==> config.mk <==
export PLATFORM = sky130hd
export DESIGN_NAME = lpr_hold_timer
export DESIGN_NICKNAME = d
export VERILOG_FILES = /design/src/rtl/lpr_pkg.sv /design/src/rtl/lpr_sync.sv /design/src/rtl/lpr_term_sel.sv /design/src/rtl/lpr_hold_fsm.sv /design/src/rtl/lpr_hold_timer.sv
export SDC_FILE = /design/constraint.sdc
export NUM_CORES = 1
export LEC_CHECK = 0
export CAP_MARGIN = 40
export CORE_ASPECT_RATIO = 0.7
export CORE_MARGIN = 5
export CORE_UTILIZATION = 56
export DETAILED_ROUTE_END_ITERATION = 7
export DONT_BUFFER_PORTS = 1
export HOLD_SLACK_MARGIN = 0.08
export PLACE_DENSITY = 0.74
export SLEW_MARGIN = 20
export SYNTH_ARGS = -nofsm -noshare
export SYNTH_HDL_FRONTEND = slang
export SYNTH_SLANG_ARGS = --single-unit
==> constraint.sdc <==
create_clock -name clk -period 2.6 [get_ports clk]
set_input_delay 0.39 -clock clk [delete_from_list [all_inputs] [get_ports clk]]
set_output_delay 0.39 -clock clk [all_outputs]
set_load 0.005 [all_outputs]
==> src/rtl/lpr_pkg.sv <==
package lpr_pkg;

   typedef enum logic [1:0] {
      HT_IDLE  = 2'd0,
      HT_COUNT = 2'd1,
      HT_FIRED = 2'd2
   } ht_state_e;

   // Largest terminal count reachable with a given base and select width.
   function automatic longint unsigned max_term(input int unsigned base, input int unsigned sel_w);
      return longint'(base) << ((1 << sel_w) - 1);
   endfunction

endpackage

==> src/rtl/lpr_sync.sv <==
module lpr_sync #(
   parameter int unsigned STAGES    = 2,
   parameter logic        RST_LEVEL = 1'b1
) (
   input  logic clk,
   input  logic srst,
   input  logic d_async,
   output logic q_sync
);

   initial begin
      if (STAGES < 2) $error("lpr_sync: STAGES must be at least 2");
   end

   logic [STAGES-1:0] chain_q;

   always_ff @(posedge clk) begin
      if (srst) chain_q[0] <= RST_LEVEL;
      else      chain_q[0] <= d_async;
   end

   for (genvar gi = 1; gi < STAGES; gi++) begin : g_stage
      always_ff @(posedge clk) begin
         if (srst) chain_q[gi] <= RST_LEVEL;
         else      chain_q[gi] <= chain_q[gi-1];
      end
   end

   assign q_sync = chain_q[STAGES-1];

endmodule

==> src/rtl/lpr_term_sel.sv <==
module lpr_term_sel #(
   parameter int unsigned BASE_TICKS = 2500,
   parameter int unsigned SEL_W      = 3,
   parameter int unsigned CNT_W      = 19,
   parameter bit          USE_TABLE  = 1'b0
) (
   input  logic [SEL_W-1:0] sel,
   output logic [CNT_W-1:0] term
);

   localparam int unsigned N_SEL = 1 << SEL_W;

   if (USE_TABLE) begin : g_table
      logic [CNT_W-1:0] tbl [N_SEL];
      for (genvar gi = 0; gi < N_SEL; gi++) begin : g_ent
         assign tbl[gi] = CNT_W'(longint'(BASE_TICKS) << gi);
      end
      assign term = tbl[sel];
   end else begin : g_shift
      assign term = CNT_W'(BASE_TICKS) << sel;
   end

endmodule

==> src/rtl/lpr_hold_fsm.sv <==
module lpr_hold_fsm
   import lpr_pkg::*;
#(
   parameter int unsigned SEL_W       = 3,
   parameter int unsigned CNT_W       = 19,
   parameter int unsigned DEFAULT_SEL = 5
) (
   input  logic             clk,
   input  logic             srst,
   input  logic             tick_en,
   input  logic             lvl_hi,
   input  logic [SEL_W-1:0] dly_sel,
   input  logic [CNT_W-1:0] term,
   output logic [SEL_W-1:0] sel_q,
   output logic [CNT_W-1:0] cnt_q,
   output ht_state_e        state_q,
   output logic             pulse_q
);

   logic [CNT_W-1:0] cnt_inc;
   assign cnt_inc = cnt_q + CNT_W'(1);

   always_ff @(posedge clk) begin
      if (srst) begin
         state_q <= HT_IDLE;
         cnt_q   <= '0;
         sel_q   <= SEL_W'(DEFAULT_SEL);
         pulse_q <= 1'b0;
      end else begin
         pulse_q <= 1'b0;
         if (tick_en) begin
            unique case (state_q)
               HT_IDLE: begin
                  if (lvl_hi) begin
                     sel_q <= dly_sel;
                     cnt_q <= '0;
                  end else begin
                     cnt_q   <= CNT_W'(1);
                     state_q <= HT_COUNT;
                  end
               end
               HT_COUNT: begin
                  if (lvl_hi) begin
                     cnt_q   <= '0;
                     state_q <= HT_IDLE;
                  end else if (cnt_inc == term) begin
                     cnt_q   <= '0;
                     state_q <= HT_FIRED;
                     pulse_q <= 1'b1;
                  end else begin
                     cnt_q <= cnt_inc;
                  end
               end
               HT_FIRED: begin
                  if (lvl_hi) state_q <= HT_IDLE;
               end
               default: begin
                  state_q <= HT_IDLE;
                  cnt_q   <= '0;
               end
            endcase
         end
      end
   end

endmodule

==> src/rtl/lpr_hold_timer.sv <==
module lpr_hold_timer
   import lpr_pkg::*;
#(
   parameter int unsigned BASE_TICKS  = 2500,
   parameter int unsigned SEL_W       = 3,
   parameter int unsigned DEFAULT_SEL = 5,
   parameter int unsigned SYNC_STAGES = 2,
   parameter bit          USE_TABLE   = 1'b0
) (
   input  logic             clk,
   input  logic             srst,
   input  logic             tick_en,
   input  logic             btn_n,
   input  logic [SEL_W-1:0] dly_sel,
   output logic             req_pulse,
   output logic             req_level
);

   localparam longint unsigned MAX_TERM = max_term(BASE_TICKS, SEL_W);
   localparam int unsigned     CNT_W    = $clog2(MAX_TERM + 1);

   initial begin
      if (BASE_TICKS < 2) $error("lpr_hold_timer: BASE_TICKS must be at least 2");
      if (DEFAULT_SEL >= (1 << SEL_W)) $error("lpr_hold_timer: DEFAULT_SEL out of range");
      if (SEL_W > 5) $error("lpr_hold_timer: SEL_W too large for counter");
   end

   logic             lvl_hi;
   logic [SEL_W-1:0] sel_cur;
   logic [CNT_W-1:0] cnt_cur;
   logic [CNT_W-1:0] term_cur;
   ht_state_e        st_cur;
   logic             pulse_cur;

   lpr_sync #(
      .STAGES    (SYNC_STAGES),
      .RST_LEVEL (1'b1)
   ) u_sync (
      .clk     (clk),
      .srst    (srst),
      .d_async (btn_n),
      .q_sync  (lvl_hi)
   );

   lpr_term_sel #(
      .BASE_TICKS (BASE_TICKS),
      .SEL_W      (SEL_W),
      .CNT_W      (CNT_W),
      .USE_TABLE  (USE_TABLE)
   ) u_term (
      .sel  (sel_cur),
      .term (term_cur)
   );

   lpr_hold_fsm #(
      .SEL_W       (SEL_W),
      .CNT_W       (CNT_W),
      .DEFAULT_SEL (DEFAULT_SEL)
   ) u_fsm (
      .clk     (clk),
      .srst    (srst),
      .tick_en (tick_en),
      .lvl_hi  (lvl_hi),
      .dly_sel (dly_sel),
      .term    (term_cur),
      .sel_q   (sel_cur),
      .cnt_q   (cnt_cur),
      .state_q (st_cur),
      .pulse_q (pulse_cur)
   );

   assign req_level = (st_cur == HT_FIRED);
   assign req_pulse = pulse_cur;

endmodule

Word-level counts from Yosys, hierarchy flattened
Cells that the tools add are included.

storage, ports and cells
  output and inout bits = 2
  register bits = 27
  bits of input ports = 7

cells by class
  shift operators = 1
  muxes and demuxes = 10
  bitwise logic cells = 3
  $add $sub $neg = 1
  equality and inequality tests = 6
  reductions and logical operators = 5

operator list
  kind                     number
  $pmux W19 S3             1
  $mux W19                 2
  $add A19 B1 Y19 const B  1
  $eq A19 B19 Y1           1
  $shl A12 B3 Y19 const A  1
  $mux W2                  4
  $pmux W2 S3              1
  $reduce_and A4 Y1        1
  $reduce_or A4 Y1         1
  $ne A3 B2 Y1 const B     1
  $not A1 Y1               3
  $reduce_and A3 Y1        1
  $eq A2 B1 Y1 const B     1
  $eq A2 B2 Y1 const B     1
  $logic_not A2 Y1         1
  $mux W1                  2
  $ne A2 B1 Y1 const B     1
  $ne A2 B2 Y1 const B     1
  $reduce_and A2 Y1        1

Longest topological paths before layout
Gate-level depths: netlist (run 1).

  depth in word-level cells = 5
  gate-level depth with buffers = 12

Hierarchy
A second synthesis (run 1) with hierarchy kept.

second synthesis, totals
  cells, all modules = 286
  area, all modules = 2,353.5 um^2

modules (own cells, without submodules)
  module          cells an instance  area an instance (um^2)  instances
  lpr_hold_fsm    245                2,013.2                  1
  lpr_term_sel    36                 274.0                    1
  lpr_sync        4                  52.6                     1
  lpr_hold_timer  1                  13.8                     1

Worst setup path after synthesis (run 1)
No wires, ideal clock.

  path kind = reg2reg
  start point = register u_fsm.sel_q[1]
  end point = register u_fsm.cnt_q[16]
  slack = -0.254 ns
  buffers on the path = 1
  data required time = 2.483 ns
  setup time = 0.117 ns
  cell stages (with the launch flop) = 11
  period minus slack after synthesis = 2.854 ns
  data arrival time = 2.736 ns
  path through = dfxtp_1 clkbuf_1 inv_1 ha_1 mux2i_1 xnor2_1 or3b_2 o41ai_1 nand3_1 or4_4 a32o_1

between the ends
  cells in the longest elaborated chain, start to end = 5

RTL lines
  element                 line                text
  start, declared         lpr_hold_fsm.sv:14  output logic [SEL_W-1:0] sel_q,
  start signal, assigned  lpr_hold_fsm.sv:27  sel_q <= SEL_W'(DEFAULT_SEL);
  start signal, assigned  lpr_hold_fsm.sv:35  sel_q <= dly_sel;
  $shl A12 B3 Y19         lpr_term_sel.sv:20  assign term = CNT_W'(BASE_TICKS) << sel;
  $eq A19 B19 Y1          lpr_hold_fsm.sv:46  end else if (cnt_inc == term) begin
  $mux W19                lpr_hold_fsm.sv:46
  $mux W19                lpr_hold_fsm.sv:43  if (lvl_hi) begin
  $pmux W19 S3            lpr_hold_fsm.sv:32  unique case (state_q)
  end signal, assigned    lpr_hold_fsm.sv:51  cnt_q <= cnt_inc;
  end, declared           lpr_hold_fsm.sv:15  output logic [CNT_W-1:0] cnt_q,

Every way passes these cells.
A chain may end at the register's enable or synchronous reset.

Final worst setup path (run 1)
  start point = register u_fsm.cnt_q[11]
  end point = register u_fsm.cnt_q[16]

between the ends
  cells in the longest elaborated chain, start to end = 5

RTL lines
  element            line                text
  $add A19 B1 Y19 *  lpr_hold_fsm.sv:21  assign cnt_inc = cnt_q + CNT_W'(1);
  $eq A19 B19 Y1     lpr_hold_fsm.sv:46
  $mux W19 *         lpr_hold_fsm.sv:46
  $mux W19 *         lpr_hold_fsm.sv:43
  $pmux W19 S3 *     lpr_hold_fsm.sv:32

Every way passes the cells marked *; elsewhere a longest branch is shown, timed or not.

==> results of run 1 <==
[power groups by stage]
stage / combinational, uW / clock [uW] / sequential (uW)
floorplan: 116 / 0 / 434
global placement: 152 / 0 / 436
detailed placement: 158 / 0 / 436
CTS: 168 / 253 / 424
global route: 215 / 271 / 429
finish: 201 / 249 / 428
[flip-flops by register name (all words and copies together), names as in the netlist]
signal and cells:
u_fsm.state_q 2, u_fsm.cnt_q 19, u_sync.chain_q 1, u_fsm.sel_q 3, u_sync.q_sync 1, u_fsm.pulse_q 1
[timing repair]
| item | in CTS | in global routing |
|---|---|---|
| hold endpoints to repair | 0 | 0 |
| setup buffers | 3 | 2 |
| pin swaps | 8 | 7 |
| endpoints found under the setup margin | 21 | 22 |
| gates resized for setup | 20 | 38 |
[layout make-up]
| cell class | instances | area (um^2) |
|---|---|---|
| fill | 243 | 773 |
| tap | 50 | 62.6 |
| sequential | 27 | 563 |
| clock buffer | 4 | 45.0 |
| timing repair buffer | 53 | 424 |
| multi-input combinational | 195 | 1600 |
| inverter | 6 | 25.0 |
[kinds of logic after synthesis]
group / Yosys count / share of synthesized area [%]
muxes: 8 / 3.97
AOI/OAI and AO/OA: 39 / 14.6
buffers and inverters: 22 / 4.84
xor gates and xnor gates: 35 / 15.9
and+or+nand+nor: 107 / 30.3
adders and majority gates: 6 / 3.72
DFF: 27 / 26.8
[routing by layer]
metal	vias to the layer above	track usage, %	part of all wire (%)
met5	-	0	0
met4	0	4.74	1.3
met3	8	4.67	7.7
met2	101	37.1	44
met1	949	38.4	47
li1	971	-	-
[path summary, 6_finish.rpt]
kind,to,slack [ns],cells after the start
hold reg to reg,u_sync.q_sync$_SDFF_PP1_,0.42,1
setup reg to reg,u_fsm.cnt_q[16]$_SDFFE_PP0P_,-0.05,8
setup / recovery,u_fsm.cnt_q[16]$_SDFFE_PP0P_,-0.05,8
hold / removal,u_fsm.sel_q[1]$_SDFFE_PP0P_,0.16,1
[critical path: cells and delay by family (launching register included)]
family	cells	cell delay (ns)
AND/OR/NAND/NOR	4	1.48
buffers and inverters	1	0.15
flip-flops	1	0.34
XOR/XNOR	1	0.13
AO/OA/AOI/OAI	2	0.43
[stage by stage]
| step | TNS, ns | hold slack (ns) | setup slack, ns |
|---|---|---|---|
| 2_1_floorplan | -0.854 | 0.389 | -0.0878 |
| 3_3_place_gp | -0.407 | 0.393 | -0.0528 |
| 3_5_place_dp | -1.43 | 0.396 | -0.170 |
| 4_1_cts | -0.0646 | 0.179 | -0.0250 |
| 5_1_grt | -1.29 | 0.164 | -0.128 |
| 6_report | -0.168 | 0.164 | -0.0525 |
[cell usage in the layout, fill, tap and decap left out, types with 2 or more instances in the layout]
master,n
a32o_1,5
o41ai_1,5
mux2i_1,7
a21oi_1,5
inv_1,4
o21ai_0,4
o31ai_1,3
buf_4,47
dfxtp_2,9
nand4_4,2
xnor2_1,16
and2_1,2
a22o_1,5
and3_1,6
nand3b_1,2
dfxtp_1,15
o211a_1,2
or2_2,5
nor2_2,3
nor3_1,13
dfxtp_4,3
buf_6,5
ha_4,4
nand4_1,6
nand3_1,11
nand2_1,21
nand2b_1,4
nor2b_1,2
nor3_4,2
a21oi_2,2
xnor2_2,4
nor2_1,11
xor2_1,14
clkbuf_8,3
==> impl_metrics.json, run 1 <==
{
  "status": "complete, but fails checks",
  "violations": "negative setup slack",
  "synth_ff_type": "dfxtp_1",
  "syn_inst": 244,
  "wl_per_cell_um": 18.1,
  "synth-seq-cells": 27,
  "worstHoldStart": "srst",
  "routed_via_density": 6.06,
  "crit_required_ns": 2.77,
  "synth_enable_flop_cells": 0,
  "p_comb_share_pct": 22.9,
  "dr.pass1.iters": 5,
  "worstSetupPathType": "flip-flop to flip-flop",
  "syn_to_final_growth_pct": 34.7,
  "post-place-cells": 327,
  "clock.fmax_mhz": 377,
  "final_max_slew_viol_count": 0,
  "async_flop_share_pct": 0,
  "postPlaceCellArea_um2": 2410,
  "cp_slowest_cell": "or4_4",
  "nets": 299,
  "netlist_area_um2": 2020,
  "yosysMostFrequentCell": "dfxtp_1",
  "post-route-period-util_pct": 102,
  "arrival_ns": 2.83,
  "grt_pass1_wl_um": 9320,
  "row_count": 18,
  "antenna_found_initial": 0,
  "ir_worst_vdd_v": 0.000268,
  "powerDensity_nw_per_um2": 323,
  "setup_viol": 6,
  "cts-root-buf": "clkbuf_8",
  "hold_violations": 0,
  "p_switching_uw": 255,
  "cts.htree.levels": 1,
  "slew_headroom_pct": 62.0,
  "r2r-start": "u_fsm.cnt_q[11]$_SDFFE_PP0P_",
  "cts_tree": "built",
  "critPathMaxStageDelay_ns": 0.57,
  "crit_start": "u_fsm.cnt_q[11]$_SDFFE_PP0P_",
  "grt_max_degree": 15,
  "synth_top_area_share_pct": 26.8,
  "switching_share_pct": 29.0,
  "synth_nets": 257,
  "clk_path_buf_depth": 2,
  "yosysSeqAreaShare_pct": 26.8,
  "cell_internal_pwr_uw": 623,
  "min_period_ns": 2.65,
  "drc": 0,
  "clkSlewWorstSetupHoldPaths_ns": 0.10,
  "fin_util_pct": 77.8,
  "cap_violations": 0,
  "postCtsHoldBufs": 0,
  "path_cells": "nand4_1, buf_6, nor4_4, xor2_1, or4b_1, o211a_1, or4_4, a32o_1",
  "die_x_um": 81.8,
  "p_clk_share_pct": 28.4,
  "yosysWarnings": 0,
  "finalWeightedCongestion": 0.989,
  "rsz0062_at_grt": "yes",
  "vias": 2029,
  "clock_skew_ns": 0.00742,
  "synth_cell_types": 48,
  "pwr-share-seq_pct": 48.7,
  "port_buffers": 0,
  "avgSynthCellArea_um2": 8.27,
  "yosysTopAreaCell": "dfxtp_1",
  "grt_usage_pct": 25.3,
  "initial_core_util_pct": 57.8,
  "crit_fanout": 5,
  "fp.dieArea_um2": 4920,
  "clock_sinks": 27,
  "cp-end-kind": "flip-flop",
  "die_y_um": 60.2,
  "synthTopCellsByArea": "dfxtp_1 27%, xnor2_1 8.7%, xor2_1 6.1%",
  "finalWirelength_um": 6070,
  "io-pin-count": 9,
  "finish.instance_area_um2": 2720,
  "ant_nets": 0,
  "total_power_uw": 878,
  "core_region_area_um2": 3490,
  "drive_above_1_share_pct": 37.9,
  "clock_latency_ns": 0.28,
  "cp-start-kind": "flip-flop",
  "worst_pin_slew_ns": 0.566,
  "grt_pass1_vias": 1847,
  "worstHoldPathType": "input port to flip-flop",
  "numCtsBuffers": 3,
  "p_leak_uw": 0.00114,
  "hpwl_um": 4340,
  "drtIter0Drc": 202,
  "n_antenna_cell": 0,
  "synthTopCellsByCount": "27 x dfxtp_1, 22 x nand2_1, 20 x xnor2_1",
  "layout_setup_ws_ns": -0.0525,
  "stdcell_count": 335,
  "grt-ovfl-total": 0
}
Note: power is estimated with default switching activity, not from simulation.
==> run 2: changes to the inputs <==
CELL_PAD_IN_SITES_DETAIL_PLACEMENT = 1   (was unset)
CELL_PAD_IN_SITES_GLOBAL_PLACEMENT = 2   (was unset)
CORE_UTILIZATION = 35   (was 56)
PLACE_DENSITY = unset   (was 0.74)
PLACE_DENSITY_LB_ADDON = 0.1   (was unset)
==> run 2 against run 1 <==
Compared with the run above:
- the run still ends with negative setup slack left
- non-clock buffer count is 8 higher
- cell count is 9.9% higher
- critical path depth is 1 higher
- register-to-register slack worse by 0.14 ns
- hold slack worse by 0.0076 ns
- design area is 0.69% higher
- clock skew is 0.0051 ns lower
- first-iteration DRC count is 49% lower
- critical path type unchanged
- critical endpoint is now u_fsm.cnt_q[10]$_SDFFE_PP0P_
- largest cell class unchanged
==> impl_metrics.json, run 2 (synthesized netlist as in run 1, its figures left out) <==
{
  "clk_path_buf_depth": 2,
  "cts-root-buf": "clkbuf_8",
  "multi_input_area_um2": 1540,
  "setup_viol": 21,
  "min_period_ns": 2.79,
  "finalWirelength_um": 7190,
  "grt_pass1_wl_um": 11400,
  "largest_reg_flops": 19,
  "core_region_area_um2": 5670,
  "stdcell_count": 368,
  "cp_top_family": "simple AND/OR/NAND/NOR gates",
  "drive_above_1_share_pct": 35.2,
  "die_y_um": 73.5,
  "final_common_cell": "buf_4",
  "post-route-period-util_pct": 107,
  "nets": 307,
  "finalWeightedCongestion": 0.914,
  "use_met3_pct": 2.85,
  "seqCellArea_um2": 561,
  "die_x_um": 101,
  "initial_core_util_pct": 35.6,
  "powerDensity_nw_per_um2": 326,
  "grt_usage_pct": 19.8,
  "wl_per_cell_um": 19.5,
  "clock_latency_ns": 0.29,
  "path_cells": "nand4_1, nor4_1, xnor2_1, nor4b_1, nand3_1, nand4bb_4, nor3_4, buf_4, nor3_1",
  "slew_headroom_pct": 64.0,
  "worstSetupPathType": "flip-flop to flip-flop",
  "worstHoldPathType": "input port to flip-flop",
  "grt_pass1_vias": 2111,
  "port_buffers": 0,
  "n_fill_cell": 662,
  "ant_nets": 0,
  "cp-end-kind": "flip-flop",
  "fin_util_pct": 48.3,
  "cts.htree.levels": 1,
  "antenna_found_initial": 0,
  "routed_via_density": 5.59,
  "crit_fanout": 7,
  "numCtsBuffers": 3,
  "n_antenna_cell": 0,
  "regMostFlops": "u_fsm.cnt_q",
  "final_max_slew_viol_count": 0,
  "cap_violations": 0,
  "drtIter0Drc": 104,
  "p_leak_uw": 0.00116,
  "io-pin-count": 9,
  "hold_violations": 0,
  "clock.fmax_mhz": 358,
  "clkSlewWorstSetupHoldPaths_ns": 0.11,
  "postCtsHoldBufs": 0,
  "layout_setup_ws_ns": -0.189,
  "grt_max_degree": 16,
  "reg2reg_setup_slack_ns": -0.19,
  "status": "complete, but fails checks",
  "use_met1_pct": 26.9,
  "row_count": 23,
  "holdWs_ns": 0.157,
  "crit_required_ns": 2.78,
  "grt-ovfl-total": 0,
  "dr.pass1.iters": 4,
  "ir_worst_vdd_v": 0.000272,
  "post-place-cells": 354,
  "crit_buf_inv": 1,
  "cts_tree": "built",
  "rsz0062_at_grt": "yes",
  "top_usage_layer": "met2",
  "vias": 2058,
  "syn_to_final_growth_pct": 35.6,
  "hpwl_um": 5370,
  "cp-start-kind": "flip-flop",
  "critPathMaxStageDelay_ns": 0.46,
  "clock_skew_ns": 0.00230,
  "top_regs": "u_fsm.cnt_q (19), u_fsm.sel_q (3), u_fsm.state_q (2)",
  "drc": 0,
  "fp.dieArea_um2": 7410,
  "layout_common_cells": "58 x buf_4, 22 x nand2_1, 19 x xnor2_1, 19 x dfxtp_1, 14 x xor2_1",
  "arrival_ns": 2.97,
  "clock_sinks": 27,
  "cp_slowest_cell": "nor4_1",
  "violations": "negative setup slack",
  "worst_pin_slew_ns": 0.536,
  "gr-usage-met2_pct": 33.7
}
-- run 2: repair_timing --
| item | 4_1_cts | 5_1_grt |
|---|---|---|
| endpoints found under the setup margin | 22 | 21 |
| buffers inserted | 9 | 1 |
| pin swaps | 14 | 6 |
| gates resized for setup | 27 | 13 |
| hold endpoints to repair | 0 | 0 |
-- run 2: through the flow --
| stage | setup slack [ns] | cell area (um^2) | TNS [ns] | power (uW) |
|---|---|---|---|---|
| floorplan | -0.0878 | 2070 | -0.854 | 550 |
| global placement | -0.155 | 2450 | -1.26 | 596 |
| detailed placement | -0.259 | 2450 | -2.10 | 605 |
| CTS | -0.0242 | 2660 | -0.0257 | 883 |
| global route | -0.320 | 2740 | -5.21 | 925 |
| finish | -0.189 | 2740 | -2.67 | 893 |
-- run 2: power breakdown --
group / internal (uW) / switching [uW]
clock: 109 / 161
sequential: 417 / 7.81
combinational: 89.0 / 110
total: 614 / 278
-- run 2: worst reg2reg max path: stages (launching register included) --
cell       delay (ns)
dfxtp_1          0.45
nand4_1          0.30
nor4_1           0.46
xnor2_1          0.20
nor4b_1          0.36
nand3_1          0.15
nand4bb_4        0.27
nor3_4           0.23
buf_4            0.19
nor3_1           0.07
-- run 2: worst paths after layout --
| check | depth (start not counted) | end | start |
|---|---|---|---|
| hold reg to reg | 1 | u_sync.q_sync$_SDFF_PP1_ | u_sync.chain_q[0]$_SDFF_PP1_ |
| setup reg to reg | 9 | u_fsm.cnt_q[10]$_SDFFE_PP0P_ | u_fsm.cnt_q[3]$_SDFFE_PP0P_ |
| hold / removal | 1 | u_fsm.sel_q[1]$_SDFFE_PP0P_ | srst |
| setup / recovery | 9 | u_fsm.cnt_q[10]$_SDFFE_PP0P_ | u_fsm.cnt_q[3]$_SDFFE_PP0P_ |
-- run 2: routing by layer --
metal | vias up | part of all wire (%)
met5 | - | 0
met1 | 1033 | 48
met3 | 12 | 3.1
met4 | 0 | 1.9
met2 | 38 | 47
li1 | 975 | -
-- run 2: final cells by class --
cell class / count / share of cell area, %
clock buffer: 3 / 1.51
clock inverter: 1 / 0.183
tap: 75 / 3.43
multi-input combinational: 195 / 56.4
timing repair buffer: 61 / 17.1
inverter: 6 / 0.823
sequential: 27 / 20.5
==> run 3: changes to the inputs <==
ABC_AREA = 1   (was unset)
CORE_UTILIZATION = 31   (was 35)
==> run 3 against run 2 <==
Compared with the run above:
- the flow now finishes without violations
- maximum frequency increased by 17%
- hold slack improved by 0.0032 ns
- combinational power down 9.5%
- design area down 14%
- critical path depth is 5 higher
- sequential share of layout area rose by 2.8 points
- worst setup slack gained 0.41 ns
- area after synthesis grew 6.5%
- clock power down 5%
- cell count increased by 25%
- largest power group unchanged
==> impl_metrics.json, run 3 <==
{
  "avgSynthCellArea_um2": 5.95,
  "crit_fanout": 15,
  "synth-seq-cells": 27,
  "syn_inst": 361,
  "p_switching_uw": 273,
  "finalWeightedCongestion": 0.793,
  "ant_nets": 0,
  "async_flop_share_pct": 0,
  "port_buffers": 0,
  "multi_input_area_um2": 1400,
  "largest_reg_flops": 19,
  "cell_internal_pwr_uw": 590,
  "status": "complete, no violations",
  "drive_above_1_share_pct": 11.7,
  "yosysWarnings": 0,
  "routed_via_density": 4.95,
  "fp.dieArea_um2": 8730,
  "dr.pass1.iters": 4,
  "cts-root-buf": "clkbuf_8",
  "cts_tree": "built",
  "final_max_slew_viol_count": 0,
  "grt_usage_pct": 18.6,
  "clkSlewWorstSetupHoldPaths_ns": 0.10,
  "postCtsHoldBufs": 0,
  "top_regs": "u_fsm.cnt_q (19), u_fsm.sel_q (3), u_fsm.state_q (2)",
  "p_clk_share_pct": 29.7,
  "arrival_ns": 2.56,
  "slew_headroom_pct": 57.6,
  "grt_pass1_vias": 2142,
  "synth_nets": 374,
  "post-route-period-util_pct": 91.5,
  "rsz0062_at_grt": "no",
  "pwr-share-seq_pct": 49.5,
  "min_period_ns": 2.38,
  "cts.htree.levels": 1,
  "netlist_area_um2": 2150,
  "worstHoldPathType": "input port to flip-flop",
  "worst_pin_slew_ns": 0.632,
  "synth_cell_types": 28,
  "drc": 0,
  "numCtsBuffers": 3,
  "fin_tns_setup_ns": 0,
  "hpwl_um": 5920,
  "yosysTopAreaCell": "dfxtp_1",
  "hold_violations": 0,
  "worstSetupPathType": "flip-flop to flip-flop",
  "yosysMostFrequentCell": "nand2_1",
  "final_common_cell": "nand2_1",
  "switching_share_pct": 31.6,
  "clock_sinks": 27,
  "antenna_found_initial": 0,
  "stdcell_count": 460,
  "crit_required_ns": 2.78,
  "layout_common_cells": "120 x nand2_1, 41 x inv_1, 31 x nor2_1, 31 x nand3_1, 26 x a21oi_1",
  "synthTopCellsByArea": "dfxtp_1 25%, nand2_1 21%, nand3_1 7.2%",
  "seqCellArea_um2": 551,
  "syn_to_final_growth_pct": 9.95,
  "grt_max_degree": 24,
  "cp-end-kind": "flip-flop",
  "synthTopCellsByCount": "120 x nand2_1, 41 x inv_1, 35 x nor2_1",
  "grt-ovfl-total": 0,
  "die_y_um": 79.7,
  "die_x_um": 110,
  "cp-start-kind": "flip-flop",
  "yosysSeqAreaShare_pct": 25.1,
  "cap_violations": 0,
  "fin_util_pct": 35.0,
  "post-place-cells": 455,
  "p_leak_uw": 0.000925,
  "nets": 380,
  "p_comb_share_pct": 20.8,
  "ir_worst_vdd_v": 0.000192,
  "n_fill_cell": 937,
  "synth_ff_type": "dfxtp_1",
  "row_count": 25,
  "finalWirelength_um": 7600,
  "clock.fmax_mhz": 420,
  "vias": 2277,
  "grt_pass1_wl_um": 12200,
  "drtIter0Drc": 124,
  "io-pin-count": 9,
  "reg2reg_setup_slack_ns": 0.22,
  "core_region_area_um2": 6760,
  "powerDensity_nw_per_um2": 365,
  "regMostFlops": "u_fsm.cnt_q",
  "synth_top_area_share_pct": 25.1,
  "clk_path_buf_depth": 2,
  "clock_skew_ns": 0.00459,
  "wl_per_cell_um": 16.5,
  "synth_enable_flop_cells": 0,
  "setup_viol": 0,
  "clock_latency_ns": 0.28,
  "initial_core_util_pct": 31.8,
  "n_antenna_cell": 0
}
-- run 3: per-stage QoR --
step	setup slack (ns)	cell area, um^2	power [uW]	hold slack (ns)
after floorplan	0.684	2150	558	0.389
after global routing	0.00153	2360	920	0.133
after CTS	0.175	2330	878	0.154
after detailed placement	0.187	2290	615	0.397
final	0.220	2360	863	0.160
after global placement	0.221	2290	615	0.392
-- run 3: layer usage --
layer  routed length, um  vias to the layer above  share of wire, %  GRT usage [%]
li1                    -                     1180                 -              -
met1                4320                     1071                57           30.2
met2                2940                       24                39           25.6
met3                 315                        2               4.1           2.75
met4                  27                        0              0.36           2.24
met5                   0                        -                 0              0
-- run 3: power by group through the flow --
stage / sequential (uW) / combinational (uW) / clock [uW]
6_report: 427 / 180 / 256
5_1_grt: 429 / 201 / 290
4_1_cts: 427 / 180 / 271
3_5_place_dp: 437 / 178 / 0
3_3_place_gp: 437 / 178 / 0
2_1_floorplan: 438 / 121 / 0
-- run 3: layout make-up --
cell class                      count  area share (%)
Inverter                           43            6.83
Tap cell                           94            4.98
Sequential cell                    27            23.3
Clock buffer                        4            1.91
Multi-Input combinational cell    280            59.2
Timing Repair Buffer               12            3.81
-- run 3: kinds of logic after synthesis --
family | share of synthesized area, %
flip-flops | 25.1
buffers and inverters | 10.4
XOR/XNOR | 2.27
AO/OA/AOI/OAI | 10.5
adder cells (fa/ha/maj) | 3.49
AND/OR/NAND/NOR | 48.2
-- run 3: final timing paths --
check | start | depth (start not counted) | endpoint
worst min register to register | u_sync.chain_q[0]$_SDFF_PP1_ | 1 | u_sync.q_sync$_SDFF_PP1_
worst max-delay path | u_fsm.sel_q[1]$_SDFFE_PP0P_ | 14 | u_fsm.cnt_q[11]$_SDFFE_PP0P_
worst min-delay path | srst | 1 | u_fsm.cnt_q[2]$_SDFFE_PP0P_
worst max register to register | u_fsm.sel_q[1]$_SDFFE_PP0P_ | 14 | u_fsm.cnt_q[11]$_SDFFE_PP0P_
-- run 3: what timing repair did --
item | CTS | global route
endpoints found under the setup margin | 0 | 17
buffers inserted | 0 | 1
gates resized for setup | 0 | 13
-- run 3: worst max-delay path: stages (launching register included) --
cell and delay [ns]:
dfxtp_1 0.35, inv_1 0.12, ha_1 0.32, inv_1 0.04, o21ai_0 0.35, inv_1 0.08
nand3_1 0.10, nand2_1 0.05, nor2_1 0.11, nand2_1 0.07, nor2_1 0.15, nand2_2 0.13
buf_4 0.24, nand3_1 0.09, a21oi_1 0.07
